## src/rtl/coh_pkg.sv

```systemverilog
package coh_pkg;

    typedef enum logic [1:0] {
        LINE_INV = 2'd0,
        LINE_SHR = 2'd1,
        LINE_EXC = 2'd2
    } line_e;

    typedef enum logic [1:0] {
        CMD_NONE   = 2'd0,
        CMD_RDMISS = 2'd1,
        CMD_WRMISS = 2'd2,
        CMD_WRBACK = 2'd3
    } bcmd_e;

    typedef enum logic [1:0] {
        PH_IDLE = 2'd0,
        PH_WAIT = 2'd1,
        PH_FILL = 2'd2
    } phase_e;

    typedef struct packed {
        phase_e ph;
        line_e  line;
        logic   pend_wr;
        logic   pend_oth;
        logic   bus_req;
        logic   cmd_vld;
        bcmd_e  cmd;
        logic   abort;
        logic   done;
    } ctl_s;

endpackage

```

## src/rtl/coh_cpu_eval.sv

```systemverilog
module coh_cpu_eval
    import coh_pkg::*;
(
    input  line_e line,
    input  logic  wr,
    input  logic  oth,
    output logic  hit_ok,
    output logic  need_wb,
    output bcmd_e miss_cmd,
    output line_e fill_line
);
    always_comb begin
        hit_ok    = (line != LINE_INV) && !oth && (!wr || line == LINE_EXC);
        need_wb   = (line == LINE_EXC) && oth;
        miss_cmd  = wr ? CMD_WRMISS : CMD_RDMISS;
        fill_line = wr ? LINE_EXC : LINE_SHR;
    end
endmodule

```

## src/rtl/coh_snoop_resp.sv

```systemverilog
module coh_snoop_resp
    import coh_pkg::*;
(
    input  line_e line,
    input  logic  snp_wr,
    output logic  supply,
    output line_e nxt
);
    always_comb begin
        supply = 1'b0;
        nxt    = line;
        case (line)
            LINE_EXC: begin
                supply = 1'b1;
                nxt    = snp_wr ? LINE_INV : LINE_SHR;
            end
            LINE_SHR: begin
                if (snp_wr) nxt = LINE_INV;
            end
            default: nxt = line;
        endcase
    end
endmodule

```

## src/rtl/wb_snoop_ctrl.sv

```systemverilog
module wb_snoop_ctrl
    import coh_pkg::*;
(
    input  logic       clk,
    input  logic       rst_n,
    input  logic       cpu_req_valid,
    input  logic       cpu_req_write,
    input  logic       cpu_req_other,
    output logic       cpu_done,
    output logic       bus_req,
    input  logic       bus_gnt,
    output logic       bus_cmd_valid,
    output logic [1:0] bus_cmd,
    output logic       mem_abort,
    input  logic       snoop_valid,
    input  logic       snoop_write,
    output logic [1:0] line_state
);

    localparam ctl_s CTL_RST = '{
        ph: PH_IDLE, line: LINE_INV, pend_wr: 1'b0, pend_oth: 1'b0,
        bus_req: 1'b0, cmd_vld: 1'b0, cmd: CMD_NONE, abort: 1'b0, done: 1'b0
    };

    ctl_s  r_q, r_d;

    logic  ev_wr, ev_oth;
    logic  ev_hit, ev_wb;
    bcmd_e ev_cmd;
    line_e ev_fill;
    logic  sn_supply;
    line_e sn_next;

    // Request evaluation: live inputs while idle, latched request afterwards.
    assign ev_wr  = (r_q.ph == PH_IDLE) ? cpu_req_write : r_q.pend_wr;
    assign ev_oth = (r_q.ph == PH_IDLE) ? cpu_req_other : r_q.pend_oth;

    coh_cpu_eval u_eval (
        .line      (r_q.line),
        .wr        (ev_wr),
        .oth       (ev_oth),
        .hit_ok    (ev_hit),
        .need_wb   (ev_wb),
        .miss_cmd  (ev_cmd),
        .fill_line (ev_fill)
    );

    coh_snoop_resp u_snoop (
        .line   (r_q.line),
        .snp_wr (snoop_write),
        .supply (sn_supply),
        .nxt    (sn_next)
    );

    always_comb begin
        r_d         = r_q;
        r_d.cmd_vld = 1'b0;
        r_d.cmd     = CMD_NONE;
        r_d.abort   = 1'b0;
        r_d.done    = 1'b0;
        case (r_q.ph)
            PH_IDLE: begin
                r_d.bus_req = 1'b0;
                if (snoop_valid) begin
                    r_d.line    = sn_next;
                    r_d.cmd_vld = sn_supply;
                    r_d.cmd     = sn_supply ? CMD_WRBACK : CMD_NONE;
                    r_d.abort   = sn_supply;
                end else if (cpu_req_valid) begin
                    if (ev_hit) begin
                        r_d.done = 1'b1;
                    end else begin
                        r_d.ph       = PH_WAIT;
                        r_d.bus_req  = 1'b1;
                        r_d.pend_wr  = cpu_req_write;
                        r_d.pend_oth = cpu_req_other;
                    end
                end
            end
            PH_WAIT: begin
                r_d.bus_req = 1'b1;
                if (snoop_valid) begin
                    // Snoop first; the request is re-evaluated at grant time.
                    r_d.line    = sn_next;
                    r_d.cmd_vld = sn_supply;
                    r_d.cmd     = sn_supply ? CMD_WRBACK : CMD_NONE;
                    r_d.abort   = sn_supply;
                end else if (bus_gnt) begin
                    r_d.cmd_vld = 1'b1;
                    if (ev_wb) begin
                        r_d.cmd = CMD_WRBACK;
                        r_d.ph  = PH_FILL;
                    end else begin
                        r_d.cmd     = ev_cmd;
                        r_d.line    = ev_fill;
                        r_d.done    = 1'b1;
                        r_d.ph      = PH_IDLE;
                        r_d.bus_req = 1'b0;
                    end
                end
            end
            PH_FILL: begin
                r_d.cmd_vld = 1'b1;
                r_d.cmd     = ev_cmd;
                r_d.line    = ev_fill;
                r_d.done    = 1'b1;
                r_d.ph      = PH_IDLE;
                r_d.bus_req = 1'b0;
            end
            default: r_d = CTL_RST;
        endcase
    end

    always_ff @(posedge clk or negedge rst_n) begin
        if (!rst_n) r_q <= CTL_RST;
        else        r_q <= r_d;
    end

    assign cpu_done      = r_q.done;
    assign bus_req       = r_q.bus_req;
    assign bus_cmd_valid = r_q.cmd_vld;
    assign bus_cmd       = r_q.cmd;
    assign mem_abort     = r_q.abort;
    assign line_state    = r_q.line;

    // a write-back is only ever issued from a dirty line
    a_r7_wb_from_dirty: assert property (@(posedge clk) disable iff (!rst_n)
        (bus_cmd_valid && bus_cmd == CMD_WRBACK) |-> $past(r_q.line) == LINE_EXC);

    // memory abort only accompanies a write-back
    a_r6_abort_with_wb: assert property (@(posedge clk) disable iff (!rst_n)
        mem_abort |-> (bus_cmd_valid && bus_cmd == CMD_WRBACK));

    // entering Exclusive requires a write miss completing a request
    a_r3_excl_entry: assert property (@(posedge clk) disable iff (!rst_n)
        (line_state == LINE_EXC && $past(line_state) != LINE_EXC)
        |-> (bus_cmd_valid && bus_cmd == CMD_WRMISS && cpu_done));

    // a miss command only follows a granted bus request
    a_r8_miss_needs_grant: assert property (@(posedge clk) disable iff (!rst_n)
        (bus_cmd_valid && (bus_cmd == CMD_RDMISS || bus_cmd == CMD_WRMISS))
        |-> ($past(bus_gnt) || $past(r_q.ph) == PH_FILL) && $past(bus_req));

    // completion without a prior bus request carries no bus command
    a_r4_hit_quiet: assert property (@(posedge clk) disable iff (!rst_n)
        (cpu_done && !$past(bus_req)) |-> !bus_cmd_valid);

endmodule

```

## config.mk

```make
export PLATFORM = sky130hd
export DESIGN_NAME = wb_snoop_ctrl
export DESIGN_NICKNAME = d
export VERILOG_FILES = /design/src/rtl/coh_pkg.sv /design/src/rtl/coh_cpu_eval.sv /design/src/rtl/coh_snoop_resp.sv /design/src/rtl/wb_snoop_ctrl.sv
export SDC_FILE = /design/constraint.sdc
export NUM_CORES = 1
export LEC_CHECK = 0
export ABC_AREA = 1
export ABC_CLOCK_PERIOD_IN_PS = 1500
export BUFFER_PORTS_ARGS = -buffer_cell sky130_fd_sc_hd__buf_2
export CORE_ASPECT_RATIO = 1.2
export CORE_MARGIN = 2
export CORE_UTILIZATION = 49
export DETAILED_ROUTE_END_ITERATION = 6
export GPL_TIMING_DRIVEN = 0
export HOLD_SLACK_MARGIN = 0.12
export PLACE_DENSITY_LB_ADDON = 0.25
export SYNTH_ARGS = -nofsm -noshare
export SYNTH_HDL_FRONTEND = slang
export SYNTH_SLANG_ARGS = --single-unit
```

## constraint.sdc

```tcl
create_clock -name clk -period 1.5 [get_ports clk]
set_clock_uncertainty 0.05 [all_clocks]
set_input_delay 0.3 -clock clk [delete_from_list [all_inputs] [get_ports clk]]
set_output_delay 0.3 -clock clk [all_outputs]
set_load 0.05 [all_outputs]
```

Word-level counts from Yosys, hierarchy flattened

Index checks and enable logic that the tools add are counted.

Flip-flop bits (word level): 12
Bits in latches: 0
Memory bits (writable): 0
Memory bits (read-only): 0
Bits of input ports: 8
Logic and storage cells: 72
Memories kept: 0

Add/sub/neg operators: 0
Multiply operators: 0
Div/mod/pow operators: 0
Order comparisons: 0
Equal/unequal tests: 12
Shift-type cells: 0
Mux-type cells: 38
Bitwise logic cells: 1
Reductions and logical operators: 12

Operator list:

| cell               | number |
|---|---|
| $mux 2             | 12 |
| $pmux 4 s3         | 2 |
| $mux 1             | 13 |
| $mux 3             | 4 |
| $mux 4             | 3 |
| $ne 2x2->1 const B | 6 |
| $pmux 2 s2         | 2 |
| $ne 3x3->1 const B | 2 |
| $reduce_and 5->1   | 1 |
| $eq 2x1->1 const B | 2 |
| $eq 2x2->1 const B | 2 |
| $reduce_and 4->1   | 1 |
| $logic_and 1x1->1  | 3 |
| $pmux 1 s3         | 1 |
| $reduce_and 3->1   | 1 |
| $logic_not 1->1    | 2 |
| $logic_not 2->1    | 1 |
| $pmux 1 s2         | 1 |
| $reduce_bool 2->1  | 1 |
| $reduce_or 2->1    | 1 |
| $logic_or 1x1->1   | 1 |
| $not 1->1          | 1 |

Logic depth before layout (Yosys ltp)

Gate-level depths: netlist of run 1.

Depth in word-level cells: 9
Depth in mapped cells: 12

Modules after synthesis

A second synthesis of run 1 with hierarchy kept.

Cell total of the unflattened synthesis: 124
Area total of the unflattened synthesis: 880.8 um^2

By module, submodules not included:

| module         | times used | cells an instance | area an instance (um^2) | seq. area each (um^2) |
|---|---|---|---|---|
| wb_snoop_ctrl  | 1          | 102               | 750.7                   | 300.3 |
| coh_snoop_resp | 1          | 12                | 71.3                    | 0.0 |
| coh_cpu_eval   | 1          | 10                | 58.8                    | 0.0 |

Worst setup path before layout of run 1

OpenSTA, ideal clock, no wires.

Path type: register -> register
From: register r_q[10] (netlist name)
To: register r_q (netlist bit line_state[0])
Data arrival time: 1.325 ns
Required time: 1.334 ns
Slack: 0.009 ns
Stages on the path, launching flop included: 12
Buffers on the path: 1
Clock period less this slack: 1.491 ns
Path through: dfrtp_1 -> inv_1 -> ha_1 -> buf_6 -> inv_6 -> nand2_4 -> nand2_8 -> nand2_4 -> o21ai_2 -> nor2_2 -> nand2_1 -> nand2_1

Longest elaborated chain between the ends: 7

Ends and longest elaborated chain:

| element                | line                                                          | source |
|---|---|---|
| from (decl)            | wb_snoop_ctrl.sv:25                                           | `ctl_s r_q, r_d;` |
| from (signal assigned) | wb_snoop_ctrl.sv:116                                          | `else r_q <= r_d;` |
| $logic_not 2->1        | wb_snoop_ctrl.sv:35, wb_snoop_ctrl.sv:36, wb_snoop_ctrl.sv:61 |  |
| $mux 1                 | wb_snoop_ctrl.sv:35                                           | `assign ev_wr = (r_q.ph == PH_IDLE) ? cpu_req_write : r_q.pend_wr;` |
| $mux 2                 | coh_cpu_eval.sv:16                                            | `fill_line = wr ? LINE_EXC : LINE_SHR;` |
| $mux 2                 | wb_snoop_ctrl.sv:90                                           | `if (ev_wb) begin` |
| $mux 4                 | wb_snoop_ctrl.sv:88                                           | `end else if (bus_gnt) begin` |
| $mux 2                 | wb_snoop_ctrl.sv:82                                           | `if (snoop_valid) begin` |
| $pmux 4 s3             | wb_snoop_ctrl.sv:61                                           | `case (r_q.ph)` |

Parallel ways exist; a longest one is shown, timed or not. The select of a mux whose other input is x is not followed.
A chain may end at the register's enable or synchronous reset.

Final worst setup path of run 1

From: register r_q[10] (netlist name)
To: register r_q (netlist bit line_state[1])

The elaborated chain is that of the path after synthesis.

==> results of run 1 <==
## metrics by stage
step / setup TNS (ps) / util [%]
after global routing: -386 / 67.5
after global placement: -645 / 57.8
final: 0 / 67.5
after CTS: -93.2 / 63.4
after detailed placement: -796 / 57.8
after floorplan: 0 / -
## critical path, stage by stage (launching register included)
cell,delay (ps)
dfrtp_2,420
inv_2,70
ha_4,190
inv_8,100
nand2_8,60
nand2_8,90
nand2_4,70
o21ai_4,150
nor2_2,50
nand2_1,70
nand2_1,50
## sequential cells by signal, indices dropped and copies added (netlist names)
name           count
bus_cmd            2
cpu_done           1
r_q                4
mem_abort          1
line_state         2
bus_cmd_valid      1
bus_req            1
## kinds of logic (layout without fill, tap and decap cells)
group / after synthesis / after routing
simple gates: 66 / 66
buf+inv: 22 / 49
compound gates: 16 / 16
flops: 12 / 12
fa+ha+maj: 8 / 8
## metal layers
metal  up-vias  routed length [um]  global-route usage, %
li1        448                   -                      -
met1       391                 845                   24.5
met2        38                1020                   36.0
met3         9                 109                   3.10
met4         0                  63                   9.09
met5         -                   0                      0
## timing repair
action | in CTS | in global routing
pin swaps | 3 | 5
resized for setup | 6 | 15
hold buffers | 1 | 0
setup endpoints to repair | 11 | 11
setup buffers | 6 | 3
endpoints found under the hold margin | 12 | 0
gates cloned | 0 | 0
## final timing paths
check / startpoint / end / slack (ps)
worst max-delay path: r_q[10] / line_state[1] / 20
worst min-delay path: cpu_req_other / r_q[6] / 240
worst max register to register: r_q[10] / line_state[1] / 20
worst min register to register: r_q[7] / r_q[7] / 430
max in group asynchronous: rst_n / r_q[10] / 790
min in group asynchronous: rst_n / r_q[11] / 370
## final cells by class
| type | count | share of cell area (%) |
|---|---|---|
| tap | 19 | 1.90 |
| sequential | 12 | 24.1 |
| clock buffer | 3 | 1.80 |
| multi-input combinational | 90 | 51.8 |
| buffer | 4 | 2.40 |
| timing repair buffer | 25 | 12.2 |
| inverter | 17 | 5.71 |
## power by group through the flow
stage | clock [uW] | sequential, uW | combinational [uW]
floorplan | 0 | 675 | 1160
global placement | 0 | 526 | 1550
detailed placement | 0 | 530 | 1560
CTS | 206 | 523 | 1750
global route | 219 | 563 | 2110
finish | 204 | 547 | 1940
## cells in the final DEF, fill, tap and decap left out, types with 4 or more instances in the layout
cell type / count
dfrtp_1: 11
inv_1: 13
nor2_1: 9
ha_1: 5
a21oi_1: 7
nand2_1: 32
nand3_1: 5
buf_4: 13
buf_2: 15
nand2_2: 4
==> run_results.csv, run 1 <==
group,metric,value,unit
outcome,status,"finished, final reports clean",
place,io_buffers,15,
clock_network,htreeDepth,1,
worst_hold_path,hold_path_depth,3,
place,place_area,1070,um2
clock_network,clock_latency,280,ps
routing,drcViolationCount,0,
yosys,ys_seq_elements,12,
clock_network,cts_tree,"yes",
routing,drtIter0Drc,35,
routing,drt-pass1-iter-count,4,
cells_and_area,fin_area,1250,um2
worst_setup_path,critPathRequiredTime,1620,ps
sta,slew_violations,0,
cells_and_area,multi_input_area,647,um2
routing,vias,886,
routing,finalWirelength,2.04,mm
worst_setup_path,reg2reg_depth,10,
sta,min_period_over_period,98.9,%
worst_setup_path,endpoint_kind,"flop",
die,num_rows,17,
yosys,yosysWarnings,0,
yosys,synth_top_family_by_area,"simple AND/OR/NAND/NOR gates",
sta,hold_slack,244,ps
global_route,grt_max_degree,13,
yosys,synth-xor-area-share,0,%
worst_hold_path,hold_path_class,"primary input to flop",
global_route,grt_pass1_vias,858,
cells_and_area,final_nets,169,
yosys,synth_top_area_share,30.9,%
worst_setup_path,start_kind,"flop",
power_and_ir_drop,vdd_drop_max,1.03,mV
yosys,yosys.area_share.adder,10.3,%
die,pin_count,16,
yosys,async_flop_share,100,%
run,maxCapViolCount,0,
sta,relSlewSlack,80.8,%
die,start_util,52.5,%
yosys,synth_commonest_cells,"35 x nand2_1, 16 x inv_1, 12 x dfrtp_1",
routing,wl_per_cell,12.0,um
power_and_ir_drop,intPower,1280,uW
yosys,synth_area,971,um2
routing,detail-route-antenna-nets,0,
cells_and_area,fillers,145,
power_and_ir_drop,switching_share,52.6,%
sta,setup_viol,0,
place,hpwlAfterDp,1.40,mm
yosys,synth_cell_types,26,
cells_and_area,fin_cells,170,
power_and_ir_drop,p_switching,1410,uW
yosys,synth-edff-count,0,
sta,tightestPinTransition,288,ps
power_and_ir_drop,p_total,2690,uW
yosys,ys.flop_type,"dfrtp_1",
clock_network,clockBufferDepth,2,
routing,via_per_inst,5.21,
worst_setup_path,cp.arrival,1600,ps
power_and_ir_drop,pwr-share-comb,72.1,%
power_and_ir_drop,seq_power_share,20.4,%
clock_network,cts.sinks,12,
yosys,synthMuxAreaShare,0,%
cells_and_area,antenna_cells,0,
place,pre_cts_ws,-145,ps
worst_setup_path,worstSetupPathType,"flop to flop",
sta,finalCriticalPeriod,1480,ps
global_route,grt_overflow,0,
die,core,1850,um2
yosys,synth_area_leaders,"dfrtp_1 31%, nand2_1 14%, ha_1 10%, inv_1 6.2%, nor2_1 3.9%",
global_route,grt_pass1_wl,3.57,mm
cells_and_area,regArea,302,um2
die,dieArea,2350,um2
yosys,synth_compound_area_share,9.79,%
place,routabilityCongestion,0.840,
yosys,synth_area_leader_cell,"dfrtp_1",
cells_and_area,area_delta_synth_final,28.6,%
die,chipWidth,44.6,um
place,place_inst,158,
yosys,synthesis.nets,140,
yosys,syn_inst,124,
yosys,synth-simple-area-share,37.6,%
worst_setup_path,path_max_fanout,5,
cells_and_area,drive_above_1_share,39.1,%
sta,hold_viol_final,0,
yosys,seq_area_frac_synth,30.9,%
clock_network,cts_made_buffers,3,
power_and_ir_drop,p_clk_share,7.6,%
global_route,track_usage,20.7,%
clock_network,clk_pin_slew_worst_paths,80,ps
yosys,yosysMostFrequentCell,"nand2_1",
global_route,antenna_found_initial,0,
sta,setup_ws,15.8,ps
die,die_y,52.8,um
sta,fmax,0.674,GHz
power_and_ir_drop,power_density,2150,nW/um2
power_and_ir_drop,leakage,0.000690,uW
yosys,synth_area_per_cell,7.83,um2
sta,rsz0062_at_grt,"true",
clock_network,cts_root_buf,"clkbuf_4",
Power figures use the tool's default switching activity.
==> run 2, diff against run 1 <==
==> constraint.sdc (replaced) <==
create_clock -name clk -period 1.5 [get_ports clk]
set_clock_uncertainty 0.05 [all_clocks]
set_input_delay 0.15 -clock clk [delete_from_list [all_inputs] [get_ports clk]]
set_output_delay 0.15 -clock clk [all_outputs]
set_load 0.05 [all_outputs]
==> run 2 against run 1 <==
The run now ends with setup timing left; sequential share of layout area grew 0.37 points; non-clock buffer count is 1 higher; setup slack got worse by 18 ps; critical path depth increased by 1; sequential cell count is the same; combinational power decreased by 4%; first-iteration DRC count down 31%; largest power group unchanged.
==> run_results.csv, run 2 (same netlist as run 1, synthesis figures left out) <==
group,metric,value,unit
cells_and_area,final_nets,170,
worst_setup_path,path_max_fanout,5,
cells_and_area,final_common_cell,"nand2_1",
worst_setup_path,cp_slowest_cell,"dfrtp_1",
global_route,antenna_found_initial,0,
worst_setup_path,worstSetupPathType,"flop to flop",
run,maxCapViolCount,0,
worst_hold_path,hold_path_class,"primary input to flop",
sta,min_period_over_period,100,%
cells_and_area,area_delta_synth_final,26.2,%
power_and_ir_drop,leakage,0.000700,uW
sta,tns,-2.05,ps
sta,tightestPinTransition,278,ps
cells_and_area,fin_area,1220,um2
cells_and_area,drive_above_1_share,34.9,%
routing,via_per_inst,5.12,
clock_network,htreeDepth,1,
clock_network,cts.sinks,12,
routing,finalWirelength,2.00,mm
clock_network,cts_made_buffers,3,
worst_setup_path,start_kind,"flop",
outcome,violations,"setup timing",
worst_setup_path,slowest_delay,420,ps
sta,setup_ws,-2.05,ps
worst_setup_path,regToRegSetupSlack,-2,ps
sta,hold_slack,146,ps
outcome,status,"complete, but fails checks",
global_route,grt_pass1_wl,3.61,mm
cells_and_area,antenna_cells,0,
global_route,grt_pass1_vias,873,
routing,wl_per_cell,11.7,um
clock_network,clk_pin_slew_worst_paths,70,ps
worst_setup_path,crit_path_end,"line_state[0]",
cells_and_area,final_cell_mix,"35 x nand2_1, 15 x buf_2, 13 x inv_1, 13 x buf_4, 12 x dfrtp_1",
worst_setup_path,crit_path_frequent_cell,"nand2_1",
worst_setup_path,cp-startpoint,"r_q[10]",
die,start_util,52.5,%
cells_and_area,largest_register,"r_q",
worst_setup_path,critPathRequiredTime,1620,ps
global_route,track_usage,21.0,%
global_route,grt_max_degree,13,
routing,drtIter0Drc,24,
power_and_ir_drop,vdd_drop_max,0.990,mV
die,core,1850,um2
die,die_y,52.8,um
worst_setup_path,reg2reg_depth,11,
clock_network,cts_root_buf,"clkbuf_4",
worst_setup_path,cp.arrival,1620,ps
routing,drt-pass1-iter-count,5,
sta,setup_viol,1,
worst_setup_path,path_cells,"inv_2 > ha_4 > inv_8 > nand2_8 > nand3_2 > nand2_1 > nand2_1 > nand2_1 > nand2_1 > nand2_1 > nand2_1",
die,num_rows,17,
sta,relSlewSlack,81.4,%
place,hpwlAfterDp,1.40,mm
sta,hold_viol_final,0,
place,io_buffers,15,
cells_and_area,fillers,149,
worst_setup_path,endpoint_kind,"flop",
clock_network,clock_latency,270,ps
worst_setup_path,worstReg2RegStart,"r_q[10]",
power_and_ir_drop,p_total,2580,uW
sta,slew_violations,0,
die,chipWidth,44.6,um
clock_network,clockBufferDepth,2,
routing,detail-route-antenna-nets,0,
clock_network,cts_tree,"yes",
global_route,grt_overflow,0,
die,pin_count,16,
sta,finalCriticalPeriod,1500,ps
cells_and_area,largest_reg_flops,4,
sta,fmax,0.666,GHz
die,dieArea,2350,um2
place,routabilityCongestion,0.840,
routing,vias,876,
place,place_area,1070,um2
sta,rsz0062_at_grt,"true",
power_and_ir_drop,power_density,2110,nW/um2
worst_setup_path,r2r-end,"line_state[0]",
routing,drcViolationCount,0,
==> run 2: changes by cell type in the layout (fill, tap and decap cells not counted), sizes merged <==
cell / delta
dlygate4sd3: +1
==> run 2: critical path: cells and delay by family, from the launching register on <==
kind	cells	cell delay, ps
AND/OR/NAND/NOR	8	550
flip-flops	1	420
adder cells (fa/ha/maj)	1	200
buffers and inverters	2	150
==> run 2: area by class of cell <==
type	instances	area (um2)	share of cell area, %
buffer	4	30.0	2.45
clock buffer	3	22.5	1.84
inverter	17	71.3	5.82
multi-input combinational	90	614	50.2
sequential	12	300	24.5
tap	19	23.8	1.94
timing repair buffer	26	163	13.3
==> run 2: metrics by stage <==
stage | std cells | setup WS (ps) | util, %
detailed placement | 158 | -145 | 57.8
global placement | 158 | -126 | 57.8
floorplan | 124 | 8.87 | -
CTS | 169 | -49.6 | 63.9
global route | 171 | -85.5 | 66.2
finish | 171 | -2.05 | 66.2
==> run 2: what timing repair did <==
item / 4_1_cts / 5_1_grt
resized for setup: 6 / 7
pin swaps: 3 / 3
hold buffers: 2 / 0
setup endpoints to repair: 11 / 11
setup buffers: 6 / 3
cloned: 0 / 0
endpoints found under the hold margin: 13 / 0
==> run 2: how the worst min path moves through the flow <==
stage | from | to | slack (ps) | cells past startpoint
5_1_grt | snoop_valid | mem_abort | 160 | 3
2_1_floorplan | rst_n | bus_cmd[0] | -200 | 0
6_report | snoop_valid | mem_abort | 150 | 3
3_5_place_dp | rst_n | r_q[10] | -6 | 1
3_3_place_gp | rst_n | r_q[10] | -8 | 1
4_1_cts | snoop_valid | mem_abort | 140 | 3
==> run 2: report_power, final <==
part / total, uW / internal, uW / switching (uW)
combinational: 1860 / 687 / 1170
clock: 198 / 93.0 / 105
sequential: 527 / 450 / 77.0
total: 2580 / 1230 / 1350
==> run 2: layer usage <==
layer	vias up	GRT usage, %	routed length, um	part of all wire (%)
met2	35	36.2	1040	52
met4	0	10.1	41	2.0
met3	5	3.79	129	6.4
li1	446	-	-	-
met5	-	0	0	0
met1	390	24.3	792	40
